===== src/rtl/kpad_pkg.sv =====
package kpad_pkg;

  typedef enum logic {
    ST_SCAN = 1'b0,
    ST_MASK = 1'b1
  } kpad_state_e;

  localparam logic [7:0] SEG_DP_ONLY = 8'h80;

  // hgfedcba, active high
  function automatic logic [7:0] hex_to_seg(input logic [3:0] v);
    logic [7:0] s;
    case (v)
      4'h0: s = 8'h3F;
      4'h1: s = 8'h06;
      4'h2: s = 8'h5B;
      4'h3: s = 8'h4F;
      4'h4: s = 8'h66;
      4'h5: s = 8'h6D;
      4'h6: s = 8'h7D;
      4'h7: s = 8'h07;
      4'h8: s = 8'h7F;
      4'h9: s = 8'h6F;
      4'hA: s = 8'h77;
      4'hB: s = 8'h7C;
      4'hC: s = 8'h39;
      4'hD: s = 8'h5E;
      4'hE: s = 8'h79;
      default: s = 8'h71;
    endcase
    return s;
  endfunction

endpackage


===== src/rtl/kpad_tick_gen.sv =====
module kpad_tick_gen #(
  parameter int unsigned DIV = 50000
) (
  input  logic clk_i,
  input  logic rst_ni,
  output logic tick_o
);
  localparam int unsigned CW = (DIV > 1) ? $clog2(DIV) : 1;
  localparam logic [CW-1:0] LAST = CW'(DIV - 1);

  logic [CW-1:0] cnt_q;

  always_ff @(posedge clk_i or negedge rst_ni) begin
    if (!rst_ni)            cnt_q <= '0;
    else if (cnt_q == LAST) cnt_q <= '0;
    else                    cnt_q <= cnt_q + 1'b1;
  end

  assign tick_o = (cnt_q == LAST);
endmodule


===== src/rtl/kpad_row_scan.sv =====
module kpad_row_scan #(
  parameter int unsigned ROWS = 4,
  localparam int unsigned RW  = $clog2(ROWS)
) (
  input  logic            clk_i,
  input  logic            rst_ni,
  input  logic            tick_i,
  input  logic            hold_i,
  output logic [RW-1:0]   row_idx_o,
  output logic [ROWS-1:0] row_no_o
);
  localparam logic [RW-1:0] LAST = RW'(ROWS - 1);

  logic [RW-1:0] idx_q;

  always_ff @(posedge clk_i or negedge rst_ni) begin
    if (!rst_ni) idx_q <= '0;
    else if (tick_i && !hold_i) idx_q <= (idx_q == LAST) ? '0 : idx_q + 1'b1;
  end

  for (genvar r = 0; r < ROWS; r++) begin : g_dec
    assign row_no_o[r] = (idx_q != RW'(r));
  end

  assign row_idx_o = idx_q;
endmodule


===== src/rtl/kpad_col_enc.sv =====
module kpad_col_enc #(
  parameter int unsigned COLS = 4,
  localparam int unsigned CW  = $clog2(COLS)
) (
  input  logic [COLS-1:0] hit_i,
  output logic            any_o,
  output logic            one_o,
  output logic [CW-1:0]   idx_o
);
  always_comb begin
    idx_o = '0;
    for (int c = COLS - 1; c >= 0; c--) begin
      if (hit_i[c]) idx_o = CW'(c);
    end
  end

  assign any_o = |hit_i;
  assign one_o = any_o && ((hit_i & (hit_i - 1'b1)) == '0);
endmodule


===== src/rtl/kpad_mask.sv =====
module kpad_mask
  import kpad_pkg::*;
#(
  parameter int unsigned MASK_TICKS = 20
) (
  input  logic clk_i,
  input  logic rst_ni,
  input  logic tick_i,
  input  logic any_i,
  input  logic one_i,
  output logic fire_o,
  output logic hold_o
);
  localparam int unsigned MW = $clog2(MASK_TICKS + 1);
  localparam logic [MW-1:0] LAST = MW'(MASK_TICKS - 1);

  kpad_state_e   st_q;
  logic [MW-1:0] quiet_q;

  assign fire_o = (st_q == ST_SCAN) && tick_i && one_i;
  assign hold_o = (st_q == ST_MASK) || fire_o;

  always_ff @(posedge clk_i or negedge rst_ni) begin
    if (!rst_ni) begin
      st_q    <= ST_SCAN;
      quiet_q <= '0;
    end else begin
      case (st_q)
        ST_SCAN: if (fire_o) begin
          st_q    <= ST_MASK;
          quiet_q <= '0;
        end
        default: if (tick_i) begin
          if (any_i) quiet_q <= '0;             // retrigger
          else if (quiet_q == LAST) begin
            st_q    <= ST_SCAN;
            quiet_q <= '0;
          end else quiet_q <= quiet_q + 1'b1;
        end
      endcase
    end
  end
endmodule


===== src/rtl/kpad_scan.sv =====
module kpad_scan
  import kpad_pkg::*;
#(
  parameter int unsigned SCAN_DIV    = 50000,
  parameter int unsigned MASK_TICKS  = 20,
  parameter int unsigned SYNC_STAGES = 2
) (
  input  logic       clk_i,
  input  logic       rst_ni,
  input  logic [3:0] col_ni,
  output logic [3:0] row_no_o,
  output logic [3:0] key_o,
  output logic       key_stb_o,
  output logic [7:0] seg_o
);
  localparam int unsigned ROWS = 4;
  localparam int unsigned COLS = 4;
  localparam int unsigned RW   = $clog2(ROWS);
  localparam int unsigned CW   = $clog2(COLS);

  logic [COLS-1:0] sync_q [SYNC_STAGES];
  logic            tick, any_hit, one_hit, fire, hold;
  logic [RW-1:0]   row_idx;
  logic [CW-1:0]   col_idx;
  logic [3:0]      key_q;
  logic            stb_q, vld_q;
  logic [7:0]      seg_q;

  for (genvar s = 0; s < SYNC_STAGES; s++) begin : g_sync
    always_ff @(posedge clk_i or negedge rst_ni) begin
      if (!rst_ni) sync_q[s] <= '1;
      else         sync_q[s] <= (s == 0) ? col_ni : sync_q[(s == 0) ? 0 : s - 1];
    end
  end

  kpad_tick_gen #(.DIV(SCAN_DIV)) i_tick (
    .clk_i (clk_i),
    .rst_ni(rst_ni),
    .tick_o(tick)
  );

  kpad_row_scan #(.ROWS(ROWS)) i_rows (
    .clk_i    (clk_i),
    .rst_ni   (rst_ni),
    .tick_i   (tick),
    .hold_i   (hold),
    .row_idx_o(row_idx),
    .row_no_o (row_no_o)
  );

  kpad_col_enc #(.COLS(COLS)) i_cols (
    .hit_i(~sync_q[SYNC_STAGES-1]),
    .any_o(any_hit),
    .one_o(one_hit),
    .idx_o(col_idx)
  );

  kpad_mask #(.MASK_TICKS(MASK_TICKS)) i_mask (
    .clk_i (clk_i),
    .rst_ni(rst_ni),
    .tick_i(tick),
    .any_i (any_hit),
    .one_i (one_hit),
    .fire_o(fire),
    .hold_o(hold)
  );

  always_ff @(posedge clk_i or negedge rst_ni) begin
    if (!rst_ni) begin
      key_q <= '0;
      stb_q <= 1'b0;
      vld_q <= 1'b0;
      seg_q <= SEG_DP_ONLY;
    end else begin
      stb_q <= fire;
      if (fire) begin
        key_q <= {row_idx, col_idx};
        vld_q <= 1'b1;
        seg_q <= hex_to_seg({row_idx, col_idx});
      end else if (!vld_q) begin
        seg_q <= SEG_DP_ONLY;
      end
    end
  end

  assign key_o     = key_q;
  assign key_stb_o = stb_q;
  assign seg_o     = seg_q;
endmodule


===== config.mk =====
export PLATFORM = sky130hd
export DESIGN_NAME = kpad_scan
export DESIGN_NICKNAME = d
export VERILOG_FILES = /design/src/rtl/kpad_pkg.sv /design/src/rtl/kpad_tick_gen.sv /design/src/rtl/kpad_row_scan.sv /design/src/rtl/kpad_col_enc.sv /design/src/rtl/kpad_mask.sv /design/src/rtl/kpad_scan.sv
export SDC_FILE = /design/constraint.sdc
export NUM_CORES = 1
export LEC_CHECK = 0
export BUFFER_PORTS_ARGS = -buffer_cell sky130_fd_sc_hd__buf_2
export CAP_MARGIN = 30
export CORE_AREA = 2 2 64 66
export CTS_CLUSTER_DIAMETER = 120
export CTS_CLUSTER_SIZE = 12
export DETAILED_ROUTE_END_ITERATION = 10
export DIE_AREA = 0 0 66 68
export GPL_TIMING_DRIVEN = 0
export PLACE_DENSITY = 0.86
export SLEW_MARGIN = 20
export SYNTH_ARGS = -nofsm -noshare
export SYNTH_HDL_FRONTEND = slang
export SYNTH_HIERARCHICAL = 1
export SYNTH_SLANG_ARGS = --single-unit

===== constraint.sdc =====
create_clock -name clk_i -period 3.5 [get_ports clk_i]
set_input_delay 1.05 -clock clk_i [delete_from_list [all_inputs] [get_ports clk_i]]
set_output_delay 1.05 -clock clk_i [all_outputs]
set_load 0.02 [all_outputs]

==> impl_metrics.json, run 1 <==
{
  "path_max_fanout": 13,
  "clkTransAtPathRegs_ns": 0.08,
  "die_area_mm2": 0.00449,
  "crit_path_frequent_cell": "buf_2",
  "synth_common_cells": "37 x dfrtp_1, 18 x inv_1, 13 x nand2_1, 12 x ha_1, 12 x nor2_1",
  "post_dp_cell_area_mm2": 0.00247,
  "die_w_um": 66,
  "worstPathArrival_ns": 2.76,
  "clock_tree.htree_level_count": 2,
  "tightest_slew_ns": 0.710,
  "relSlewSlack_pct": 52.3,
  "boundaryPins": 23,
  "drtIter0Drc": 92,
  "yosys.area.top_type_share_pct": 40.3,
  "fin_nets": 255,
  "p_leak_nw": 1.27,
  "synthFlopType": "dfrtp_1",
  "grt_usage_pct": 19.7,
  "period_minus_slack_ns": 2.57,
  "skew_ns": 0.00958,
  "die_h_um": 68,
  "finalCritPeriodShare_pct": 73.3,
  "routed_via_density": 5.39,
  "rows": 23,
  "asyncSetResetFlopFracSynth_pct": 100,
  "final_util_pct": 66.5,
  "worst_setup_path_start_kind": "register",
  "grt_pass1_vias": 1454,
  "fin_ws_ns": 0.934,
  "synth_top_area_cell": "dfrtp_1",
  "status": "completed",
  "crit_type": "reg -> reg",
  "yosys_warnings": 6,
  "synthCells": 208,
  "area_growth_pct": 11.7,
  "firstDrtPassIters": 4,
  "p_per_area_mw_per_mm2": 352,
  "grt_first_pass_wirelength_mm": 6.47,
  "fillers": 306,
  "crit_chain": "ha_1 > and3_1 > buf_2 > and4_1 > buf_6 > nand2_1 > nor2_1 > buf_2 > mux2_2",
  "placedCellCount": 280,
  "clock_path_buffers": 2,
  "ys_seq_area_share_pct": 50.6,
  "tns_ns": 0,
  "stdcell_area_mm2": 0.00256,
  "post_cts_resized": 0,
  "drive_above_1_share_pct": 23.9,
  "setup_violations": 0,
  "grt_max_degree": 47,
  "gr-total-overflow": 0,
  "netlist_area_mm2": 0.00230,
  "synth_seq_cells": 46,
  "cts.sinks": 46,
  "synth.most_common_cell": "dfrtp_1",
  "syn_area_per_cell_um2": 11.0,
  "cts_setup_buffers": 0,
  "initial_utilization_pct": 59.5,
  "wl_per_cell_um": 13.3,
  "drc": 0,
  "stdcell_count": 288,
  "gp_congestion": 0.933,
  "maxCapViolations": 0,
  "insertion_delay_ns": 0.30,
  "grt_antenna_before_repair": 0,
  "portBuffers": 22,
  "pre_cts_slack_ns": 0.952,
  "cts_tree": "yes",
  "cp_data_required_time_ns": 3.69,
  "power_mw": 0.904,
  "diodes": 0,
  "core_area_mm2": 0.00386,
  "cts_made_buffers": 5,
  "synth-edff-count": 0,
  "rsz0062_at_grt": "false",
  "ys_types": 48,
  "peakVddDrop_v": 0.000294,
  "endpoint_kind": "register",
  "ant_nets": 0,
  "synth.net_count": 226,
  "holdWs_ns": 0.359,
  "fmax_ghz": 0.390,
  "hold_path.class": "reg -> reg",
  "synth_top_cells_by_area": "dfrtp_1 40%, dfstp_2 10%, ha_1 6.5%, xor2_1 3.4%, inv_1 2.9%",
  "post-dp-hpwl_mm": 2.83,
  "cp_slowest_cell": "nor2_1",
  "wl_mm": 3.84,
  "hold_viol": 0,
  "critPathMaxStageDelay_ns": 0.42,
  "postCtsHoldBufs": 0,
  "cts-root-buf": "clkbuf_8",
  "route.vias.total": 1553,
  "finalMaxSlewViolations": 0
}
[worst paths after layout]
check	cells after the start	slack [ns]	to	start
min in group asynchronous	1	0.72	i_tick/cnt_q[12]$_DFF_PN0_	rst_ni
worst max register to register	9	0.93	key_o[2]$_DFFE_PN0P_	i_tick/cnt_q[0]$_DFF_PN0_
max in group asynchronous	1	2.38	sync_q[0]$_DFF_PN1_	rst_ni
worst max-delay path	9	0.93	key_o[2]$_DFFE_PN0P_	i_tick/cnt_q[0]$_DFF_PN0_
worst min-delay path	0	0.36	sync_q[3]$_DFF_PN1_	sync_q[7]$_DFF_PN1_
worst min register to register	0	0.36	sync_q[3]$_DFF_PN1_	sync_q[7]$_DFF_PN1_
[state kept, by name (all words and copies together) (netlist names)]
name,count
i_rows/row_idx_o,2
key_o,4
vld_q,1
sync_q,8
i_mask/st_q,1
key_stb_o,1
i_mask/quiet_q,5
seg_o,8
i_tick/cnt_q,16
[area by class of cell]
cell class / count / area [µm²] / area share (%)
Sequential cell: 46 / 1160 / 45.3
Multi-Input combinational cell: 137 / 1020 / 39.7
Timing Repair Buffer: 22 / 113 / 4.39
Clock buffer: 5 / 68.8 / 2.68
Inverter: 18 / 67.6 / 2.64
Tap cell: 50 / 62.6 / 2.44
Buffer: 7 / 48.8 / 1.90
Clock inverter: 3 / 23.8 / 0.927
[logic make-up (layout without fill, tap and decap cells)]
kind of cell	after synthesis	in the layout	share of synthesized area, %
simple gates	72	72	18.6
mux	10	10	5.12
compound gates	30	30	9.10
buf+inv	25	55	5.07
fa+ha+maj	12	12	6.54
xor+xnor	13	13	4.96
flops	46	46	50.6
[placed cells by master (no fill, tap or decap), drive strengths merged, types with 3 or more instances in the layout]
| master | Yosys | layout |
|---|---|---|
| a21oi | 7 | 7 |
| dfstp | 9 | 9 |
| xor2 | 9 | 9 |
| nand2b | 9 | 9 |
| xnor2 | 4 | 4 |
| nor2b | 6 | 6 |
| clkbuf | 1 | 6 |
| dfrtp | 37 | 37 |
| o211ai | 4 | 4 |
| nand2 | 14 | 14 |
| nand3 | 7 | 7 |
| mux2 | 8 | 8 |
| buf | 6 | 28 |
| a22o | 4 | 4 |
| ha | 12 | 12 |
| nor2 | 12 | 12 |
| inv | 18 | 19 |
| nand4 | 4 | 4 |
| and4 | 5 | 5 |
| o21ai | 5 | 5 |
| and2 | 3 | 3 |
[per-layer routing]
| metal | global-route usage, % | share of wire (%) | vias up |
|---|---|---|---|
| met1 | 24.7 | 46 | 745 |
| met2 | 32.1 | 48 | 33 |
| met4 | 8.16 | 1.7 | 0 |
| met3 | 5.76 | 3.8 | 7 |
| li1 | - | - | 768 |
| met5 | 0 | 0 | - |
[worst max-delay path: cells and delay by family, from the launching register on]
kind / cells / cell delay [ns]
flops: 1 / 0.41
simple gates: 4 / 0.87
fa+ha+maj: 1 / 0.20
buf+inv: 3 / 0.63
mux: 1 / 0.36
[power by group]
| part | leakage [nW] | internal (mW) | switching [mW] | total (mW) |
|---|---|---|---|---|
| Combinational | 0.630 | 0.0120 | 0.0255 | 0.0375 |
| Clock | 0.0408 | 0.143 | 0.183 | 0.326 |
| Sequential | 0.597 | 0.539 | 0.00119 | 0.541 |
| Total | 1.27 | 0.694 | 0.210 | 0.904 |
(Power assumes the default switching activity.)
==> inputs of run 2 (changes only) <==
Settings changed: CORE_AREA 2 2 64 66 to 2 2 66 68, DIE_AREA 0 0 66 68 to 0 0 68 70, PLACE_DENSITY 0.86 to 0.81.
Clock period 3.5 ns to 2.65 ns, I/O delays scaled along.
==> impl_metrics.json, run 2 (synthesis gave the netlist of run 1 again) <==
{
  "crit_type": "reg -> reg",
  "wl_mm": 4.00,
  "portBuffers": 22,
  "finalMaxSlewViolations": 0,
  "peakVddDrop_v": 0.000349,
  "diodes": 0,
  "worst_setup_path_start_kind": "register",
  "drc": 0,
  "relSlewSlack_pct": 55.4,
  "min_from": "sync_q[4]$_DFF_PN1_",
  "rows": 24,
  "maxCapViolations": 0,
  "rsz0062_at_grt": "false",
  "drtIter0Drc": 134,
  "fmax_ghz": 0.418,
  "initial_utilization_pct": 55.4,
  "cts.sinks": 46,
  "drive_above_1_share_pct": 24.7,
  "stdcell_area_mm2": 0.00262,
  "grt_max_degree": 30,
  "firstDrtPassIters": 4,
  "hold_path.class": "reg -> reg",
  "reg2reg_depth": 7,
  "setup_violations": 0,
  "period_minus_slack_ns": 2.39,
  "grt_usage_pct": 19.2,
  "post_dp_cell_area_mm2": 0.00250,
  "largest-register": "i_tick/cnt_q",
  "hold_depth": 0,
  "area_growth_pct": 13.9,
  "cts-root-buf": "clkbuf_8",
  "route.vias.total": 1572,
  "hold_viol": 0,
  "boundaryPins": 23,
  "fillers": 350,
  "r2r-end": "seg_o[5]$_DFFE_PN0P_",
  "skew_ns": 0.00568,
  "finalCritPeriodShare_pct": 90.4,
  "layout_commonest_cell": "dfrtp_1",
  "endpoint_kind": "register",
  "post-dp-hpwl_mm": 2.96,
  "path_max_fanout": 6,
  "grt_first_pass_wirelength_mm": 6.95,
  "insertion_delay_ns": 0.29,
  "routed_via_density": 5.40,
  "stdcell_count": 291,
  "hold_end": "sync_q[0]$_DFF_PN1_",
  "cts_tree": "yes",
  "cts_setup_buffers": 0,
  "p_leak_nw": 1.29,
  "die_h_um": 70,
  "tightest_slew_ns": 0.665,
  "reg2reg_from": "sync_q[0]$_DFF_PN1_",
  "grt_pass1_vias": 1566,
  "holdWs_ns": 0.359,
  "cp_data_required_time_ns": 2.88,
  "tns_ns": 0,
  "most-common-layout-cells": "37 x dfrtp_1, 25 x buf_2, 18 x inv_1",
  "wl_per_cell_um": 13.7,
  "power_mw": 1.28,
  "core_area_mm2": 0.00414,
  "fin_ws_ns": 0.255,
  "clock_tree.htree_level_count": 2,
  "postCtsHoldBufs": 0,
  "die_area_mm2": 0.00476,
  "status": "completed",
  "pre_cts_slack_ns": 0.132,
  "largest_register_ffs": 16,
  "final_util_pct": 63.1,
  "worstPathArrival_ns": 2.63,
  "gp_congestion": 0.865,
  "p_per_area_mw_per_mm2": 490,
  "clkTransAtPathRegs_ns": 0.08,
  "ant_nets": 0,
  "clock_path_buffers": 2,
  "fin_nets": 256,
  "grt_antenna_before_repair": 0,
  "die_w_um": 68,
  "worst-r2r-setup-slack_ns": 0.26,
  "cts_made_buffers": 5,
  "gr-total-overflow": 0,
  "placedCellCount": 283
}
-- run 2: worst max-delay path by stage --
stage | startpoint | endpoint | slack (ns) | cells past startpoint
3_3_place_gp | i_tick/cnt_q[0]$_DFF_PN0_ | key_o[2]$_DFFE_PN0P_ | 0.20 | 9
6_report | sync_q[0]$_DFF_PN1_ | seg_o[5]$_DFFE_PN0P_ | 0.26 | 7
4_1_cts | i_tick/cnt_q[0]$_DFF_PN0_ | key_o[2]$_DFFE_PN0P_ | 0.13 | 9
2_1_floorplan | i_tick/cnt_q[0]$_DFF_PN0_ | key_o[2]$_DFFE_PN0P_ | 0.53 | 9
3_5_place_dp | i_tick/cnt_q[0]$_DFF_PN0_ | key_o[2]$_DFFE_PN0P_ | 0.13 | 9
5_1_grt | sync_q[0]$_DFF_PN1_ | seg_o[6]$_DFFE_PN0P_ | 0.0009 | 7
-- run 2: power by group --
group	internal [mW]	switching [mW]	leakage [nW]	total, mW
logic	0.0194	0.0349	0.641	0.0543
clock network	0.280	0.232	0.0504	0.512
registers	0.712	0.00171	0.597	0.714
total	1.01	0.268	1.29	1.28
-- run 2: area by class of cell --
cell class / instances / area (µm²) / share of cell area, %
clock inverter: 3 / 45.0 / 1.72
sequential: 46 / 1160 / 44.4
clock buffer: 5 / 68.8 / 2.63
multi-input combinational: 137 / 1020 / 39.0
timing repair buffer: 23 / 138 / 5.26
tap: 52 / 65.1 / 2.49
inverter: 18 / 67.6 / 2.58
buffer: 7 / 48.8 / 1.87
-- run 2: repair_timing --
action / 4_1_cts / 5_1_grt
gates resized for setup: 0 / 1
endpoints found under the hold margin: 0 / 0
setup endpoints to repair: 0 / 1
-- run 2: metal layers --
metal | share of wire (%) | global-route usage [%] | up-vias | wire (µm)
li1 | - | - | 771 | -
met1 | 46 | 26.1 | 768 | 1840
met2 | 49 | 30.4 | 27 | 1980
met3 | 3.8 | 4.51 | 6 | 153
met4 | 0.73 | 5.78 | 0 | 29
met5 | 0 | 0 | - | 0
-- run 2: critical path, stage by stage (launching register included) --
cell and delay (ns):
dfstp_2 0.52, inv_1 0.07, nor3_1 0.57, inv_1 0.22
ha_1 0.32, mux2_1 0.31, a21oi_1 0.18, a22o_1 0.15
==> inputs of run 3 (changes only) <==
Settings changed: CORE_AREA 2 2 66 68 to 2 2 77 79, DIE_AREA 0 0 68 70 to 0 0 79 81, PLACE_DENSITY 0.81 to 0.63, REMOVE_ABC_BUFFERS from default to 1.
==> impl_metrics.json, run 3 (synthesis gave the netlist of run 1 again) <==
{
  "top_layer": "met4",
  "wl_mm": 3.55,
  "postCtsHoldBufs": 0,
  "finalMaxSlewViolations": 0,
  "clock_path_buffers": 2,
  "fin_nets": 249,
  "rows": 28,
  "route.met3.wl_um": 120,
  "grt_first_pass_wirelength_mm": 6.35,
  "diodes": 0,
  "largest-register": "i_tick/cnt_q",
  "placedCellCount": 299,
  "die_w_um": 79,
  "core_area_mm2": 0.00568,
  "multi_input_area_mm2": 0.00103,
  "relSlewSlack_pct": 56.5,
  "skew_ns": 0.0127,
  "clkTransAtPathRegs_ns": 0.07,
  "drive_above_1_share_pct": 22.8,
  "hold_path.class": "reg -> reg",
  "fmax_ghz": 0.422,
  "clock_tree.htree_level_count": 2,
  "wl_per_cell_um": 11.6,
  "initial_utilization_pct": 40.5,
  "register_area_mm2": 0.00116,
  "cts_setup_buffers": 0,
  "drc": 0,
  "tightest_slew_ns": 0.647,
  "endpoint_kind": "output pin",
  "insertion_delay_ns": 0.30,
  "cp_data_required_time_ns": 1.86,
  "wl_met1_mm": 1.77,
  "hold_viol": 0,
  "status": "completed",
  "worstPathArrival_ns": 1.57,
  "worst_setup_path_start_kind": "register",
  "cp_slowest_cell": "dfrtp_1",
  "most-common-layout-cells": "37 x dfrtp_1, 22 x buf_2, 18 x inv_1",
  "pre_cts_slack_ns": -0.340,
  "boundaryPins": 23,
  "largest_register_ffs": 16,
  "cts_tree": "yes",
  "peakVddDrop_v": 0.000203,
  "grt_usage_pct": 12.7,
  "fin_ws_ns": 0.283,
  "route.vias.total": 1486,
  "ant_nets": 0,
  "die_h_um": 81,
  "critPathMaxStageDelay_ns": 0.74,
  "cts.sinks": 46,
  "area_growth_pct": 12.0,
  "portBuffers": 22,
  "die_area_mm2": 0.00640,
  "cts_made_buffers": 5,
  "cpLargestDelayFamily": "flip-flops",
  "gr-total-overflow": 0,
  "final_util_pct": 45.3,
  "stdcell_count": 307,
  "grt_pass1_vias": 1377,
  "path_max_fanout": 20,
  "firstDrtPassIters": 4,
  "tns_ns": 0,
  "crit_path_frequent_cell": "inv_1",
  "finalCritPeriodShare_pct": 89.3,
  "layout_commonest_cell": "dfrtp_1",
  "setup_violations": 0,
  "rsz0062_at_grt": "false",
  "crit_type": "reg -> out",
  "cts-root-buf": "clkbuf_8",
  "p_leak_nw": 1.25,
  "routed_via_density": 4.84,
  "grt_max_degree": 28,
  "worst-path-buf-inv": 3,
  "fillers": 549,
  "gp_congestion": 0.772,
  "drtIter0Drc": 85,
  "maxCapViolations": 0,
  "crit_chain": "inv_1 > ha_1 > inv_1 > buf_2",
  "routed-wl-met2_mm": 1.59,
  "grt_antenna_before_repair": 0,
  "post-dp-hpwl_mm": 2.50,
  "p_per_area_mw_per_mm2": 469,
  "period_minus_slack_ns": 2.37
}
==> run 3: changes by cell type in the layout (fill, tap and decap cells not counted), sizes merged <==
cell and delta:
buf -6, bufinv -1, clkbuf +1, clkinv +1, clkinvlp -2
==> run 3: layout make-up <==
type / count / area share [%]
timing repair buffer: 23 / 5.06
clock buffer: 7 / 3.36
clock inverter: 1 / 0.195
sequential: 46 / 45.2
inverter: 18 / 2.63
tap: 75 / 3.65
multi-input combinational: 137 / 39.9
==> run 3: worst paths after layout <==
| check | from | to | slack (ns) | cells after the start |
|---|---|---|---|---|
| max in group asynchronous | rst_ni | seg_o[7]$_DFFE_PN1P_ | 1.64 | 2 |
| min in group asynchronous | rst_ni | seg_o[0]$_DFFE_PN0P_ | 0.44 | 1 |
| max reg2reg | i_tick/cnt_q[0]$_DFF_PN0_ | seg_o[5]$_DFFE_PN0P_ | 0.35 | 7 |
| min | sync_q[4]$_DFF_PN1_ | sync_q[0]$_DFF_PN1_ | 0.36 | 0 |
| min reg2reg | sync_q[4]$_DFF_PN1_ | sync_q[0]$_DFF_PN1_ | 0.36 | 0 |
| max | i_rows/row_idx_o[1]$_DFFE_PN0P_ | row_no_o[1] | 0.28 | 4 |
==> run 3: per-layer routing <==
metal	global-route usage, %	vias up
met3	3.78	7
li1	-	760
met4	6.21	0
met5	0	-
met1	16.5	701
met2	19.4	18
==> run 3: where the power goes <==
part,internal (mW),switching (mW)
registers,0.712,0.00137
clock network,0.211,0.230
logic,0.0181,0.0327
==> run 3: what timing repair did <==
item,CTS,global route
setup endpoints to repair,11,4
pin swaps,0,0
gates resized for setup,2,1
==> run 3: through the flow <==
| step | power, mW | hold slack (ns) | area [µm²] |
|---|---|---|---|
| floorplan | 0.753 | 0.345 | 2250 |
| global placement | 0.776 | 0.347 | 2450 |
| detailed placement | 0.780 | 0.347 | 2470 |
| CTS | 1.23 | 0.358 | 2570 |
| global route | 1.26 | 0.361 | 2570 |
| finish | 1.20 | 0.357 | 2570 |
